==> src/rtl/xpt_cfg_pkg.sv <==
package xpt_cfg_pkg;
  parameter int unsigned XPT_NUM_OUT = 8;

  typedef enum logic {
    LOAD_SER = 1'b0,
    LOAD_PAR = 1'b1
  } load_mode_e;
endpackage

==> src/rtl/xpt_cfg_field.sv <==
module xpt_cfg_field #(
  parameter int FLD_W = 4
) (
  input  logic             clk_i,
  input  logic             rst_ni,
  input  logic             shift_i,
  input  logic             wr_i,
  input  logic             sin_i,
  input  logic [FLD_W-1:0] nib_i,
  output logic [FLD_W-1:0] q_o
);
  always_ff @(negedge clk_i or negedge rst_ni) begin
    if (!rst_ni)      q_o <= '0;
    else if (shift_i) q_o <= {q_o[FLD_W-2:0], sin_i};
    else if (wr_i)    q_o <= nib_i;
  end
endmodule

==> src/rtl/xpt_cfg_dec.sv <==
module xpt_cfg_dec #(
  parameter int N_OUT = 8,
  parameter int SEL_W = 3
) (
  input  logic             en_i,
  input  logic [SEL_W-1:0] addr_i,
  output logic [N_OUT-1:0] sel_o
);
  for (genvar k = 0; k < N_OUT; k++) begin : g_dec
    assign sel_o[k] = en_i && (addr_i == SEL_W'(k));
  end
endmodule

==> src/rtl/xpt_cfg_tap.sv <==
module xpt_cfg_tap (
  input  logic clk_i,
  input  logic rst_ni,
  input  logic track_i,
  input  logic msb_next_i,
  input  logic msb_i,
  input  logic park_i,
  output logic ser_o
);
  logic held_q;

  // follows the post-edge msb in serial mode, frozen in parallel mode
  always_ff @(negedge clk_i or negedge rst_ni) begin
    if (!rst_ni)      held_q <= 1'b0;
    else if (track_i) held_q <= msb_next_i;
  end

  assign ser_o = park_i ? held_q : msb_i;
endmodule

==> src/rtl/xpt_cfg_loader.sv <==
module xpt_cfg_loader
  import xpt_cfg_pkg::*;
#(
  parameter  int N_OUT  = XPT_NUM_OUT,
  localparam int SEL_W  = $clog2(N_OUT),
  localparam int FLD_W  = SEL_W + 1,
  localparam int WORD_W = N_OUT * FLD_W
) (
  input  logic              clk_i,
  input  logic              rst_ni,
  input  logic              ce_ni,
  input  logic              par_mode_i,
  input  logic              ser_i,
  input  logic [FLD_W-1:0]  nib_i,
  input  logic [SEL_W-1:0]  addr_i,
  output logic              ser_o,
  output logic [WORD_W-1:0] word_o
);
  load_mode_e mode;
  logic       shift_en;
  logic       par_en;
  logic [N_OUT-1:0] wr_sel;
  logic [N_OUT-1:0] chain;
  logic       msb_next;

  assign mode     = load_mode_e'(par_mode_i);
  assign shift_en = !ce_ni && (mode == LOAD_SER);
  assign par_en   = !ce_ni && (mode == LOAD_PAR);

  xpt_cfg_dec #(
    .N_OUT(N_OUT),
    .SEL_W(SEL_W)
  ) u_dec (
    .en_i  (par_en),
    .addr_i(addr_i),
    .sel_o (wr_sel)
  );

  for (genvar k = 0; k < N_OUT; k++) begin : g_fld
    logic [FLD_W-1:0] q;
    xpt_cfg_field #(
      .FLD_W(FLD_W)
    ) u_fld (
      .clk_i  (clk_i),
      .rst_ni (rst_ni),
      .shift_i(shift_en),
      .wr_i   (wr_sel[k]),
      .sin_i  (chain[k]),
      .nib_i  (nib_i),
      .q_o    (q)
    );
    assign word_o[k*FLD_W +: FLD_W] = q;
    if (k == 0) begin : g_head
      assign chain[k] = ser_i;
    end else begin : g_link
      assign chain[k] = word_o[k*FLD_W-1];
    end
  end

  // msb after the coming edge, used only while serial
  assign msb_next = shift_en ? word_o[WORD_W-2] : word_o[WORD_W-1];

  xpt_cfg_tap u_tap (
    .clk_i     (clk_i),
    .rst_ni    (rst_ni),
    .track_i   (mode == LOAD_SER),
    .msb_next_i(msb_next),
    .msb_i     (word_o[WORD_W-1]),
    .park_i    (mode == LOAD_PAR),
    .ser_o     (ser_o)
  );
endmodule

==> config.mk <==
export PLATFORM = sky130hd
export DESIGN_NAME = xpt_cfg_loader
export DESIGN_NICKNAME = d
export VERILOG_FILES = /design/src/rtl/xpt_cfg_pkg.sv /design/src/rtl/xpt_cfg_field.sv /design/src/rtl/xpt_cfg_dec.sv /design/src/rtl/xpt_cfg_tap.sv /design/src/rtl/xpt_cfg_loader.sv
export SDC_FILE = /design/constraint.sdc
export NUM_CORES = 1
export LEC_CHECK = 0
export BUFFER_PORTS_ARGS = -buffer_cell sky130_fd_sc_hd__buf_4
export CAP_MARGIN = 20
export CORE_ASPECT_RATIO = 0.8
export CORE_MARGIN = 2
export CORE_UTILIZATION = 47
export DETAILED_ROUTE_END_ITERATION = 10
export GPL_TIMING_DRIVEN = 0
export PLACE_DENSITY = 0.8
export REMOVE_ABC_BUFFERS = 1
export SYNTH_ARGS = -nofsm -noshare
export SYNTH_HDL_FRONTEND = slang
export SYNTH_HIERARCHICAL = 1
export SYNTH_SLANG_ARGS = --single-unit
==> constraint.sdc <==
create_clock -name clk_i -period 1.1 [get_ports clk_i]
set_clock_uncertainty 0.15 [all_clocks]
set_input_delay 0.055 -clock clk_i [delete_from_list [all_inputs] [get_ports clk_i]]
set_output_delay 0.055 -clock clk_i [all_outputs]
set_load 0.02 [all_outputs]
==> flow_summary.ini <==
[clocking]
cts_buffer_depth = 2
htree_levels = 2
root_buffer = clkbuf_8
numCtsBuffers = 5
clkTransAtPathRegs_ps = 50
cts.sinks = 33
cts_hold_buf = 0
cts_tree = built
clock_latency_ps = 290

[placed_design]
place_area_um2 = 1990
hpwlAfterDp_um = 2470
io_buffers = 44
place.detailed.instances = 230
gp_congestion = 0.766

[yosys]
synth_edf_count = 0
syn-mean-instance-area_um2 = 11.0
ys_warn_count = 6
synth_top_family_by_area = multiplexers
ys.flop_type = dfrtn_1
yosysMostFrequentCell = dfrtn_1
synthMuxAreaShare = 0.217
synth_cell_types = 14
synth-adder-area-share = 0
ys_ff_latch = 33
yosysTopAreaCellShare = 0.495
synthSimpleGateAreaFrac = 0.136
yosys-top-cells-count = dfrtn_1, mux2i_1, nand2_1, o21ai_1, buf_6
synth_compound_area_frac = 0.0960
yosysSeqAreaShare = 0.495
synthXorXnorAreaFrac = 0
synth_area_leaders = dfrtn_1, mux2i_1, o21ai_1
synthArstFlopShare = 1.00
netlist_area_um2 = 1670
yosys.area.top_type = dfrtn_1
syn_inst = 151

[sta]
whs_ps = -8.38
tightest_slew_ps = 422
setup_violations = 66
slew_headroom = 0.718
rsz0062_at_grt = true
finalHoldViolations = 24
report.final.slew_viol_count = 0
worst_slack_ps = -689

[critical_path]
crit_type = register to primary output
rrSetupSlack_ps = -220
critPathArrivalTime_ps = 1580
cp.required_ps = 890
r2r_start = g_fld[7].u_fld/q_o[2]$_DFFE_NN0P_
rr_worst_depth = 3
critPathLaunchType = register
r2r-end = u_tap/held_q$_DFFE_NN0P_
crit_fanout = 2
endpoint_kind = primary output

[power_and_ir_drop]
p_leak_nw = 1.20
internal-power_mw = 3.19
switching_share = 0.332
p_comb_frac = 0.453
pwr-share-clk = 0.181
totalPowerFinal_mw = 4.77
pwr_density_cell_nw_per_um2 = 1810
p_switching_mw = 1.59
ir_drop_uv = 1240
pwr-share-seq = 0.366

[floorplan]
fp.dieH_um = 57.3
initial_core_util = 0.487
die_x_um = 70.6
coreArea_um2 = 3420
die_area_um2 = 4040
rows = 19
pin_count = 45

[layout]
antenna_cells = 0
drive_gt1_frac = 0.461
final_cells = 287
final_area_um2 = 2630
nets = 256
area_delta_synth_final_pct = 57.9

[global_route]
overflow = 0
antenna_found_initial = 0
grt_pass1_wl_um = 7440
grt_pass1_vias = 1537
grt_max_degree = 40
grt_use_total = 0.238

[detailed_routing]
ant_nets = 0
avgViaCountPerCell = 5.21
firstDrtPassIters = 4
vias = 1494
drc = 0
first_iter_violations = 104
post_drt_wl_per_cell_um = 15.7
wl_um = 4500

[status]
status = complete, but fails checks
failed_checks = hold timing, setup timing

[hold_path]
hold_class = primary input to asynchronous set/reset pin

[flow_run]
max_cap_viol_count = 0
worst max path at each step:
stage | from | to | slack [ps] | depth (start not counted)
after floorplan | par_mode_i | u_tap/held_q$_DFFE_NN0P_ | -1680 | 3
after global placement | par_mode_i | u_tap/held_q$_DFFE_NN0P_ | -2140 | 4
after detailed placement | par_mode_i | g_fld[0].u_fld/q_o[2]$_DFFE_NN0P_ | -1260 | 6
after CTS | g_fld[7].u_fld/q_o[3]$_DFFE_NN0P_ | ser_o | -700 | 2
after global routing | g_fld[7].u_fld/q_o[3]$_DFFE_NN0P_ | ser_o | -720 | 2
final | g_fld[7].u_fld/q_o[3]$_DFFE_NN0P_ | ser_o | -690 | 2
flip-flops by register name, indices dropped and copies added, names as in the netlist:
| signal | cells |
|---|---|
| g_fld.u_fld/q_o | 32 |
| u_tap/held_q | 1 |
logic make-up (layout without fill, tap and decap cells):
kind of cell | Yosys count | in the layout
buffers and inverters | 9 | 102
AOI/OAI and AO/OA | 32 | 32
DFF | 33 | 33
muxes | 35 | 35
and+or+nand+nor | 42 | 43
through the flow:
step                      setup TNS, ps  worst slack [ps]  hold WS, ps   util
final                            -31770              -689        -8.38  0.769
after floorplan                  -47330             -1680         50.8      -
after CTS                        -30310              -697         1.74  0.732
after detailed placement         -41440             -1260          293  0.582
after global placement           -65430             -2140          283  0.573
after global routing             -34630              -718         14.7  0.769
power groups by stage:
| stage | combinational [mW] | clock [mW] | sequential [mW] |
|---|---|---|---|
| after floorplan | 0.385 | 0 | 2.07 |
| after global placement | 1.30 | 0 | 1.76 |
| after detailed placement | 1.34 | 0 | 1.78 |
| after CTS | 1.95 | 0.869 | 1.75 |
| after global routing | 2.32 | 0.953 | 1.78 |
| final | 2.16 | 0.866 | 1.75 |
layout make-up:
type	instances	area, um^2
Timing Repair Buffer	93	870
Sequential cell	33	826
Multi-Input combinational cell	110	797
Fill cell	231	790
Clock buffer	8	80.1
Tap cell	42	52.6
Inverter	1	8.76
cell usage in the layout, fill, tap and decap left out:
master    instances
mux2_4            3
and4_4            1
mux2i_1          32
buf_12            1
inv_6             1
o21ai_1          32
buf_6            35
and4b_2           3
nor2_4            3
dfrtn_1          33
nand2_1          32
clkbuf_1          3
buf_4            55
clkbuf_8          5
nor4b_4           1
and4bb_4          3
buf_8             1
buf_16            1
metal layers:
| metal | part of all wire | global-route usage |
|---|---|---|
| met1 | 0.44 | 0.318 |
| met2 | 0.49 | 0.398 |
| met3 | 0.067 | 0.0548 |
| met4 | 0.0051 | 0.0647 |
| met5 | 0 | 0 |
critical path: stages (launching register included):
cell and delay (ps):
dfrtn_1 340, mux2_4 270, buf_6 130
timing repair:
action | in CTS | in global routing
pin swaps | 7 | 6
endpoints found under the setup margin | 66 | 66
cloned | 1 | 0
gates resized for setup | 48 | 4
buffers inserted | 33 | 15
No activity file was read; power rests on OpenSTA's default activity.
